### config.mk
export PLATFORM = sky130hd
export DESIGN_NAME = gated_timer
export DESIGN_NICKNAME = d
export VERILOG_FILES = /design/src/rtl/gt_pkg.sv /design/src/rtl/gt_sync.sv /design/src/rtl/gt_event_cnt.sv /design/src/rtl/gt_pulse_seq.sv /design/src/rtl/gated_timer.sv
export SDC_FILE = /design/constraint.sdc
export NUM_CORES = 1
export LEC_CHECK = 0
export BUFFER_PORTS_ARGS = -buffer_cell sky130_fd_sc_hd__buf_2
export CAP_MARGIN = 10
export CORE_UTILIZATION = 40
export CTS_CLUSTER_SIZE = 30
export DETAILED_ROUTE_END_ITERATION = 8
export PLACE_DENSITY_LB_ADDON = 0.1
export SYNTH_ARGS = -nofsm -noshare
export SYNTH_HDL_FRONTEND = slang
export SYNTH_HIERARCHICAL = 1
export SYNTH_SLANG_ARGS = --single-unit
### constraint.sdc
create_clock -name clk -period 3.05 [get_ports clk]
set_input_delay 0.4575 -clock clk [delete_from_list [all_inputs] [get_ports clk]]
set_output_delay 0.4575 -clock clk [all_outputs]
set_load 0.01 [all_outputs]
### src/rtl/gt_pkg.sv
package gt_pkg;
   typedef enum logic [1:0] {
      MD_EVENT   = 2'b00,
      MD_WIDTH   = 2'b01,
      MD_ONESHOT = 2'b10,
      MD_TRAIN   = 2'b11
   } gt_mode_e;

   typedef enum logic [2:0] {
      PS_IDLE,
      PS_ARMED,
      PS_DELAY,
      PS_HIGH,
      PS_FINISHED
   } ps_state_e;
endpackage

### src/rtl/gt_sync.sv
module gt_sync #(
   parameter int STAGES = 2
) (
   input  logic clk,
   input  logic rst_n,
   input  logic din,
   input  logic act_high,
   output logic lvl,
   output logic rise,
   output logic fall
);
   localparam int TOP = STAGES - 1;

   initial assert (STAGES >= 2) else $error("gt_sync: STAGES must be at least 2");

   logic [TOP:0] sh;
   logic         prev;
   logic         cur_act, prev_act;

   always_ff @(posedge clk or negedge rst_n) begin
      if (!rst_n) begin
         sh   <= '0;
         prev <= 1'b0;
      end else begin
         sh   <= {sh[TOP-1:0], din};
         prev <= sh[TOP];
      end
   end

   always_comb begin
      cur_act  = act_high ? sh[TOP] : ~sh[TOP];
      prev_act = act_high ? prev    : ~prev;
      lvl      = cur_act;
      rise     = cur_act & ~prev_act;
      fall     = ~cur_act & prev_act;
   end
endmodule

### src/rtl/gt_event_cnt.sv
module gt_event_cnt #(
   parameter int W = 16
) (
   input  logic         clk,
   input  logic         rst_n,
   input  logic         start,
   input  logic         arm,
   input  logic         gated,
   input  logic [W-1:0] load_val,
   input  logic         tick,
   input  logic         gate_lvl,
   input  logic         gate_fall,
   input  logic         up,
   output logic [W-1:0] cnt,
   output logic         done
);
   logic running, gated_q;

   always_ff @(posedge clk or negedge rst_n) begin
      if (!rst_n) begin
         cnt     <= '0;
         running <= 1'b0;
         gated_q <= 1'b0;
         done    <= 1'b0;
      end else if (start) begin
         running <= arm;
         gated_q <= gated;
         done    <= 1'b0;
         if (arm) cnt <= load_val;
      end else if (running) begin
         if (gated_q && gate_fall) begin
            running <= 1'b0;
            done    <= 1'b1;
         end else if (tick && (!gated_q || gate_lvl)) begin
            cnt <= up ? cnt + 1'b1 : cnt - 1'b1;
         end
      end
   end
endmodule

### src/rtl/gt_pulse_seq.sv
module gt_pulse_seq
   import gt_pkg::*;
#(
   parameter int W = 16
) (
   input  logic         clk,
   input  logic         rst_n,
   input  logic         start,
   input  logic         arm,
   input  logic         cont,
   input  logic [W-1:0] delay_val,
   input  logic [W-1:0] width_val,
   input  logic         tick,
   input  logic         trig,
   output logic [W-1:0] ph,
   output logic         pulse,
   output logic         done
);
   localparam logic [W-1:0] ONE = {{(W-1){1'b0}}, 1'b1};

   ps_state_e    state;
   logic         cont_q;
   logic [W-1:0] dly_q, wid_q;

   function automatic logic [W-1:0] at_least_one(input logic [W-1:0] v);
      return (v == '0) ? ONE : v;
   endfunction

   always_ff @(posedge clk or negedge rst_n) begin
      if (!rst_n) begin
         state  <= PS_IDLE;
         ph     <= '0;
         pulse  <= 1'b0;
         done   <= 1'b0;
         cont_q <= 1'b0;
         dly_q  <= ONE;
         wid_q  <= ONE;
      end else if (start) begin
         state  <= arm ? PS_ARMED : PS_IDLE;
         ph     <= '0;
         pulse  <= 1'b0;
         done   <= 1'b0;
         cont_q <= cont;
         dly_q  <= at_least_one(delay_val);
         wid_q  <= at_least_one(width_val);
      end else begin
         case (state)
            PS_ARMED: if (trig) begin
               state <= PS_DELAY;
               ph    <= dly_q;
            end
            PS_DELAY: if (tick) begin
               if (ph == ONE) begin
                  state <= PS_HIGH;
                  pulse <= 1'b1;
                  ph    <= wid_q;
               end else begin
                  ph <= ph - 1'b1;
               end
            end
            PS_HIGH: if (tick) begin
               if (ph == ONE) begin
                  pulse <= 1'b0;
                  if (cont_q) begin
                     state <= PS_DELAY;
                     ph    <= dly_q;
                  end else begin
                     state <= PS_FINISHED;
                     ph    <= '0;
                     done  <= 1'b1;
                  end
               end else begin
                  ph <= ph - 1'b1;
               end
            end
            default: ;
         endcase
      end
   end
endmodule

### src/rtl/gated_timer.sv
module gated_timer
   import gt_pkg::*;
#(
   parameter int CNT_W       = 16,
   parameter int SYNC_STAGES = 2
) (
   input  logic             clk,
   input  logic             rst_n,
   input  logic             tmr_clk,
   input  logic             tmr_gate,
   input  logic             clk_act_high,
   input  logic             gate_act_high,
   input  logic             dir_from_pin,
   input  logic             dir_pin,
   input  logic             dir_up_sw,
   input  logic [1:0]       mode_sel,
   input  logic             start,
   input  logic [CNT_W-1:0] load_val,
   input  logic [CNT_W-1:0] delay_val,
   input  logic [CNT_W-1:0] width_val,
   output logic [CNT_W-1:0] count_out,
   output logic             pulse_out,
   output logic             done_out
);
   initial assert (CNT_W >= 2) else $error("gated_timer: CNT_W must be at least 2");

   gt_mode_e         mode_q;
   logic             ck_rise, ck_lvl_unused, ck_fall_unused;
   logic             gt_lvl, gt_rise, gt_fall;
   logic             up;
   logic [CNT_W-1:0] ev_cnt, ph_cnt;
   logic             ev_done, ps_done;

   always_ff @(posedge clk or negedge rst_n) begin
      if (!rst_n)     mode_q <= MD_EVENT;
      else if (start) mode_q <= gt_mode_e'(mode_sel);
   end

   gt_sync #(.STAGES(SYNC_STAGES)) u_ck_sync (
      .clk(clk), .rst_n(rst_n), .din(tmr_clk), .act_high(clk_act_high),
      .lvl(ck_lvl_unused), .rise(ck_rise), .fall(ck_fall_unused));

   gt_sync #(.STAGES(SYNC_STAGES)) u_gt_sync (
      .clk(clk), .rst_n(rst_n), .din(tmr_gate), .act_high(gate_act_high),
      .lvl(gt_lvl), .rise(gt_rise), .fall(gt_fall));

   assign up = dir_from_pin ? dir_pin : dir_up_sw;

   gt_event_cnt #(.W(CNT_W)) u_evt (
      .clk(clk), .rst_n(rst_n), .start(start), .arm(~mode_sel[1]),
      .gated(mode_sel[0]), .load_val(load_val), .tick(ck_rise),
      .gate_lvl(gt_lvl), .gate_fall(gt_fall), .up(up),
      .cnt(ev_cnt), .done(ev_done));

   gt_pulse_seq #(.W(CNT_W)) u_pseq (
      .clk(clk), .rst_n(rst_n), .start(start), .arm(mode_sel[1]),
      .cont(mode_sel[0]), .delay_val(delay_val), .width_val(width_val),
      .tick(ck_rise), .trig(gt_rise),
      .ph(ph_cnt), .pulse(pulse_out), .done(ps_done));

   always_comb begin
      count_out = mode_q[1] ? ph_cnt : ev_cnt;
      done_out  = ev_done | ps_done;
   end
endmodule

[Word level (Yosys, flattened, before mapping)]
Index checks and enable logic that the tools add are counted.
Operators by class
  $add $sub $neg: 3
  equal/unequal tests: 12
  muxes and demuxes: 48
  bitwise operators: 12
  reductions and logical operators: 20
Operators by type and width (number)
  two-way mux 16 bit: 16
  one-hot mux 16 bit (3 select lines): 1
  logical NOT 16 bit: 2
  subtractor 16 x 1 -> 16 bit (second input constant): 2
  two-way mux 1 bit: 22
  two-way mux 3 bit: 7
  adder 16 x 1 -> 16 bit (second input constant): 1
  equality test 16 x 1 -> 1 bit (second input constant): 1
  AND reduction 4 bit: 3
  nonzero test 2 bit: 6
  != test 3 bit (second input constant): 3
  one-hot mux 3 bit (3 select lines): 1
  inverter 1 bit: 8
  equality test 3 x 2 -> 1 bit (second input constant): 2
  != test 2 bit (second input constant): 3
  != test 3 x 2 -> 1 bit (second input constant): 2
  AND reduction 6 bit: 1
  AND reduction 5 bit: 1
  nonzero test 4 bit: 1
  bitwise AND 1 bit: 3
  equality test 3 x 1 -> 1 bit (second input constant): 1
  nonzero test 3 bit: 1
  logical AND 1 bit: 2
  one-hot mux 1 bit (2 select lines): 1
  4 further kinds: 4
Storage, ports and cells
  flip-flop bits (word level): 80
  bits of input ports: 60
  output and inout port bits: 18

[Longest topological paths before layout]
Gate-level depths: netlist (run 1).
  depth in word-level cells: 9
  depth in mapped cells: 11
  depth with buffers taken out: 10

[Cells and area by module]
The synthesis (run 1) kept the hierarchy.
By module, submodules not included
  gt_pulse_seq: times used 1, cells an instance 273, area an instance 2944.1 sq um, sequential area each 1353.8 sq um
  gt_event_cnt: times used 1, cells an instance 204, area an instance 1642.8 sq um, sequential area each 475.5 sq um
  gated_timer: times used 1, cells an instance 23, area an instance 302.8 sq um, sequential area each 25.0 sq um
  gt_sync: times used 2, cells an instance 8, area an instance 117.6 sq um, sequential area each 75.1 sq um

[Least setup slack after synthesis (run 1)]
OpenSTA, ideal clock, no wires.
  path kind: input port to flip-flop
  start point: input dir_from_pin
  end point: register u_evt.cnt[15]
  arrival: 2.800 ns
  data required time: 2.922 ns
  path slack: 0.122 ns
  cell stages on the path: 9
  path buffers: 0
  cell sequence: mux2_2 inv_1 ha_1 a2111oi_2 a21oi_1 a2111o_1 nand3_1 mux2i_1 nand3_1
On the way
  cells in the longest elaborated chain, start to end: 6
RTL lines
  start: declaration: line gated_timer.sv:13  | input logic dir_from_pin,
  two-way mux 1 bit: line gated_timer.sv:47  | assign up = dir_from_pin ? dir_pin : dir_up_sw;
  two-way mux 16 bit: line gt_event_cnt.sv:35  | cnt <= up ? cnt + 1'b1 : cnt - 1'b1;
  two-way mux 16 bit: line gt_event_cnt.sv:34  | end else if (tick && (!gated_q || gate_lvl)) begin
  two-way mux 16 bit: line gt_event_cnt.sv:31  | if (gated_q && gate_fall) begin
  two-way mux 16 bit: line gt_event_cnt.sv:30  | end else if (running) begin
  two-way mux 16 bit: line gt_event_cnt.sv:25  | end else if (start) begin
  end signal: assignment: line gt_event_cnt.sv:29  | if (arm) cnt <= load_val;
  end signal: assignment: line gt_event_cnt.sv:35
  end: declaration: line gt_event_cnt.sv:14  | output logic [W-1:0] cnt,
Every way passes these cells. The select of a mux whose other input is x is not followed.
A chain may end at the register's enable or synchronous reset.

[Worst setup path after layout (run 1)]
  start point: input dir_from_pin
  end point: register u_evt.cnt[15]
On the way
  cells in the longest elaborated chain, start to end: 6
RTL lines
  two-way mux 1 bit: line gated_timer.sv:47
  net up: line gated_timer.sv:30  | logic up;
  two-way mux 16 bit: line gt_event_cnt.sv:35
  two-way mux 16 bit: line gt_event_cnt.sv:34
  two-way mux 16 bit: line gt_event_cnt.sv:31
  two-way mux 16 bit: line gt_event_cnt.sv:30
  two-way mux 16 bit: line gt_event_cnt.sv:25
The timed path passes the listed nets, and every way through them passes these cells. The select of a mux whose other input is x is not followed.

==> results of run 1 <==
-- critical path: cells and delay by family --
family / cells / cell delay (ps)
adder cells (fa/ha/maj): 1 / 260
multiplexers: 2 / 540
AND/OR/NAND/NOR: 2 / 180
AO/OA/AOI/OAI: 4 / 900
buffers and inverters: 3 / 560
-- cell type report --
type | instances | area, µm² | share of cell area, %
Clock buffer | 10 | 239 | 4.02
Clock inverter | 6 | 68.8 | 1.16
Multi-Input combinational cell | 385 | 2880 | 48.4
Timing Repair Buffer | 89 | 480 | 8.08
Tap cell | 168 | 210 | 3.54
Inverter | 17 | 63.8 | 1.07
Sequential cell | 80 | 2000 | 33.7
-- sequential cells by signal, summed over array words and instances (netlist names) --
register and count:
u_pseq/done 1, u_pseq/state 3, u_gt_sync/sh 2, u_evt/running 1, mode_q 1, u_evt/gated_q 1, u_pseq/ph 16, u_evt/done 1
u_pseq/cont_q 1, u_pseq/wid_q 16, u_gt_sync/prev 1, u_pseq/pulse 1, u_evt/cnt 16, u_pseq/dly_q 16, u_ck_sync/sh 2, u_ck_sync/prev 1
-- stage by stage --
| stage | cell area (µm²) | worst slack, ps |
|---|---|---|
| after floorplan | 5110 | 122 |
| after global placement | 5640 | 93.5 |
| after detailed placement | 5640 | 7.87 |
| after CTS | 5940 | 376 |
| after global routing | 5940 | 138 |
| final | 5940 | 354 |
-- power by group through the flow --
stage | combinational (W) | sequential, W | clock [W]
detailed placement | 0.00149 | 0.00142 | 0
finish | 0.00150 | 0.00139 | 0.00111
global route | 0.00166 | 0.00142 | 0.00118
CTS | 0.00150 | 0.00140 | 0.00114
global placement | 0.00148 | 0.00142 | 0
floorplan | 0.00114 | 0.00133 | 0
-- metal layers --
layer	vias to the layer above	GRT usage (%)	routed length, µm
met4	0	10.6	337
li1	2101	-	-
met2	138	35.2	6530
met5	-	0	0
met1	2141	30.5	6430
met3	20	3.27	728
-- worst max-delay path by stage --
stage / depth (start not counted) / startpoint / slack, ps / to
global placement: 12 / dir_from_pin / 90 / u_evt/cnt[15]$_DFFE_PN0P_
floorplan: 9 / dir_from_pin / 120 / u_evt/cnt[15]$_DFFE_PN0P_
finish: 12 / dir_from_pin / 350 / u_evt/cnt[15]$_DFFE_PN0P_
detailed placement: 12 / dir_from_pin / 8 / u_evt/cnt[15]$_DFFE_PN0P_
CTS: 12 / dir_from_pin / 380 / u_evt/cnt[15]$_DFFE_PN0P_
global route: 12 / dir_from_pin / 140 / u_evt/cnt[15]$_DFFE_PN0P_
==> results.json, run 1 <==
{
  "status": "completed",
  "syn_nets": 591,
  "grt.total_usage_pct": 22.4,
  "synth_cells": 514,
  "start_kind": "input port",
  "required_ps": 3270,
  "antenna_cells": 0,
  "min_from": "tmr_clk",
  "worst_hold_slack_ps": 211,
  "slew_violations": 0,
  "r2r_cells": 7,
  "grt_pass1_wl_mm": 22.4,
  "fillers": 1183,
  "drc_errors": 0,
  "postCtsSetupBuffers": 0,
  "crit_chain": "buf_2, mux2_2, inv_1, buf_4, ha_1, a21o_1, a21oi_1, o21ai_0, a2111o_1, nand3_1, mux2i_1, nand3_1",
  "clock-sinks": 80,
  "final_common_cell": "dfrtp_1",
  "totalWireLength_mm": 14.0,
  "sw_frac_of_total_pct": 36.0,
  "cts_resized": 0,
  "rrSetupSlack_ps": 630,
  "worstPathArrival_ps": 2910,
  "cts_tree": "built",
  "crit_slowest_cell": "a2111o_1",
  "grt_overflow_total": 0,
  "p_seq_share_pct": 34.8,
  "combPwrFrac_pct": 37.4,
  "root_buffer": "clkbuf_16",
  "maxSlewHeadroom_pct": 30.6,
  "wl_per_cell_um": 18.6,
  "dr.pass1.iters": 5,
  "leakage_nw": 2.66,
  "min_period_ps": 2700,
  "die_w_um": 115,
  "insertion_delay_ps": 350,
  "mostFrequentLayoutCells": "dfrtp_1, buf_2, mux2_2, a21oi_1, nand2_1",
  "cts_buffer_depth": 2,
  "critPathMaxFanout": 11,
  "fmax_ghz": 0.371,
  "place_congestion": 0.905,
  "power.density_nw_per_um2": 674,
  "critPathKind": "in -> reg",
  "p_int_w": 0.00256,
  "syn_avg_cell_area_um2": 9.93,
  "viasPerCell": 5.83,
  "numCtsBuffers": 9,
  "whs_path_depth": 1,
  "stdcell_count": 755,
  "path_clk_slew_ps": 70,
  "clkPwrFrac_pct": 27.8,
  "regToRegStartpoint": "u_ck_sync/prev$_DFF_PN0_",
  "synthToLayoutAreaGrowth_pct": 16.4,
  "first_global_vias": 4191,
  "finalCritPeriodShare_pct": 88.4,
  "tns_ps": 0,
  "rsz0062_at_grt": "false",
  "hpwl_mm": 10.3,
  "hold_buffers": 0,
  "synth_area_um2": 5110,
  "switchingPower_w": 0.00144,
  "start_util_pct": 41.8,
  "grt_antenna_before_repair": 0,
  "h-tree-depth": 3,
  "cp_slowest_stage_delay_ps": 400,
  "drv_cap": 0,
  "skew_ps": 11.8,
  "vdd.ir_drop.worst_mv": 0.357,
  "crit_path_end_kind": "flip-flop",
  "crit_top_cell": "nand3_1",
  "die_y_um": 115,
  "reg2reg_to": "u_pseq/ph[15]$_DFFE_PN0P_",
  "layout.nets": 659,
  "die_area_um2": 13200,
  "yosysWarnings": 6,
  "grt_max_degree": 81,
  "hold_class": "in -> reg",
  "vias": 4400,
  "place_inst": 739,
  "pin_count": 78,
  "port_buffers": 77,
  "core_um2": 12200,
  "fp-row-count": 40,
  "dr.first_iter.drc_count": 473,
  "fin_util_pct": 48.7,
  "min_to": "u_ck_sync/sh[0]$_DFF_PN0_",
  "final_hold_viol_count": 0,
  "drive_gt1_share_pct": 29.3,
  "drtAntennaViolNets": 0,
  "setup_violations": 0,
  "tightest_slew_ps": 1040,
  "p_total_w": 0.00401
}
Note: power is estimated with default switching activity, not from simulation.
==> run 2: changes to the inputs <==
--- a/config.mk
+++ b/config.mk
@@ -7,5 +7,5 @@
 export LEC_CHECK = 0
 export BUFFER_PORTS_ARGS = -buffer_cell sky130_fd_sc_hd__buf_2
-export CAP_MARGIN = 10
+export CAP_MARGIN = 20
 export CORE_UTILIZATION = 40
 export CTS_CLUSTER_SIZE = 30
==> constraint.sdc (replaced) <==
create_clock -name clk -period 3.05 [get_ports clk]
set_input_delay 0.4575 -clock clk [delete_from_list [all_inputs] [get_ports clk]]
set_output_delay 0.4575 -clock clk [all_outputs]
set_load 0.1 [all_outputs]
==> results.json, run 2 (synthesis gave the netlist of run 1 again) <==
{
  "synthToLayoutAreaGrowth_pct": 17.1,
  "final_hold_viol_count": 0,
  "sw_frac_of_total_pct": 42.1,
  "path_clk_slew_ps": 70,
  "start_util_pct": 41.8,
  "antenna_cells": 0,
  "stdcell_count": 757,
  "final_common_cell": "dfrtp_1",
  "wl_per_cell_um": 18.6,
  "status": "completed",
  "p_seq_share_pct": 31.4,
  "vdd.ir_drop.worst_mv": 0.356,
  "first_global_vias": 4191,
  "drtAntennaViolNets": 0,
  "required_ps": 3270,
  "switchingPower_w": 0.00187,
  "h-tree-depth": 3,
  "grt_overflow_total": 0,
  "die_w_um": 115,
  "fillers": 1180,
  "combPwrFrac_pct": 43.5,
  "crit_path_end_kind": "flip-flop",
  "root_buffer": "clkbuf_16",
  "fp-row-count": 40,
  "fmax_ghz": 0.371,
  "vias": 4407,
  "drc_errors": 0,
  "rsz0062_at_grt": "false",
  "grt_antenna_before_repair": 0,
  "worstPathArrival_ps": 2910,
  "cts_tree": "built",
  "fin_util_pct": 49.0,
  "grt_max_degree": 81,
  "maxSlewHeadroom_pct": 48.5,
  "insertion_delay_ps": 350,
  "viasPerCell": 5.82,
  "pin_count": 78,
  "critPathKind": "in -> reg",
  "p_int_w": 0.00257,
  "mostFrequentLayoutCells": "dfrtp_1, buf_2, mux2_2, a21oi_1, nand2_1",
  "power.density_nw_per_um2": 742,
  "hpwl_mm": 10.3,
  "port_buffers": 77,
  "start_kind": "input port",
  "clkPwrFrac_pct": 25.1,
  "slew_violations": 0,
  "die_area_um2": 13200,
  "tightest_slew_ps": 772,
  "die_y_um": 115,
  "grt.total_usage_pct": 22.4,
  "totalWireLength_mm": 14.1,
  "cts_buffer_depth": 2,
  "drv_cap": 0,
  "postPlaceCellArea_um2": 5640,
  "grt_pass1_wl_mm": 22.4,
  "hold_class": "in -> reg",
  "min_period_ps": 2700,
  "place_inst": 739,
  "place_congestion": 0.905,
  "dr.first_iter.drc_count": 395,
  "finalCritPeriodShare_pct": 88.4,
  "r2r_cells": 7,
  "skew_ps": 12.0,
  "leakage_nw": 2.68,
  "numCtsBuffers": 9,
  "setup_violations": 0,
  "clock-sinks": 80,
  "tns_ps": 0,
  "core_um2": 12200,
  "layout.nets": 661,
  "whs_path_depth": 1,
  "dr.pass1.iters": 5,
  "critPathMaxFanout": 11,
  "fin_area_um2": 5980,
  "drive_gt1_share_pct": 29.4
}
-- run 2: cell count changes in the layout (fill, tap and decap cells not counted), sizes merged --
cell,delta
buf,+1
dlygate4sd3,+1
-- run 2: critical path, cell delays in order --
cell	delay, ps
buf_2	80
mux2_2	360
inv_1	230
buf_4	250
ha_1	260
a21o_1	200
a21oi_1	170
o21ai_0	140
a2111o_1	400
nand3_1	90
mux2i_1	180
nand3_1	80
-- run 2: what timing repair did --
item                                    4_1_cts  5_1_grt
endpoints found under the setup margin        0        0
hold endpoints to repair                      0       11
setup buffers                                 0        0
resized for setup                             0        0
hold buffers                                  0        1
-- run 2: layout make-up --
type,instances,area (µm²),share of cell area [%]
multi-input cells,385,2880,48.1
flip-flops and latches,80,2000,33.5
repair buffers,91,518,8.66
clock buffers,10,239,4.00
well taps,168,210,3.51
clock inverters,6,68.8,1.15
inverters,17,63.8,1.07
-- run 2: worst paths after layout --
kind	endpoint	slack, ps	startpoint
setup / recovery	u_evt/cnt[15]$_DFFE_PN0P_	350	dir_from_pin
min in group asynchronous	u_pseq/wid_q[8]$_DFFE_PN0P_	510	rst_n
hold reg to reg	u_gt_sync/sh[1]$_DFF_PN0_	350	u_gt_sync/sh[0]$_DFF_PN0_
max in group asynchronous	u_pseq/dly_q[0]$_DFFE_PN1P_	1930	rst_n
hold / removal	u_ck_sync/sh[0]$_DFF_PN0_	210	tmr_clk
setup reg to reg	u_pseq/ph[15]$_DFFE_PN0P_	620	u_ck_sync/sh[1]$_DFF_PN0_
-- run 2: power groups by stage --
stage | registers [W] | logic (W) | clock network [W]
after floorplan | 0.00133 | 0.00158 | 0
after global placement | 0.00142 | 0.00190 | 0
after detailed placement | 0.00142 | 0.00191 | 0
after CTS | 0.00140 | 0.00192 | 0.00114
after global routing | 0.00142 | 0.00209 | 0.00118
final | 0.00139 | 0.00193 | 0.00111
-- run 2: stage by stage --
stage | setup WS (ps) | total power, W | hold slack, ps
finish | 354 | 0.00443 | 211
global route | 138 | 0.00469 | 202
CTS | 376 | 0.00445 | 201
detailed placement | 7.87 | 0.00333 | 339
global placement | 93.5 | 0.00332 | 334
floorplan | 122 | 0.00291 | 162
-- run 2: layer usage --
metal,vias up,track usage (%),share of wire [%]
li1,2100,-,-
met1,2120,30.5,46
met2,161,35.2,46
met3,26,3.27,5.5
met4,0,10.6,2.5
met5,-,0,0
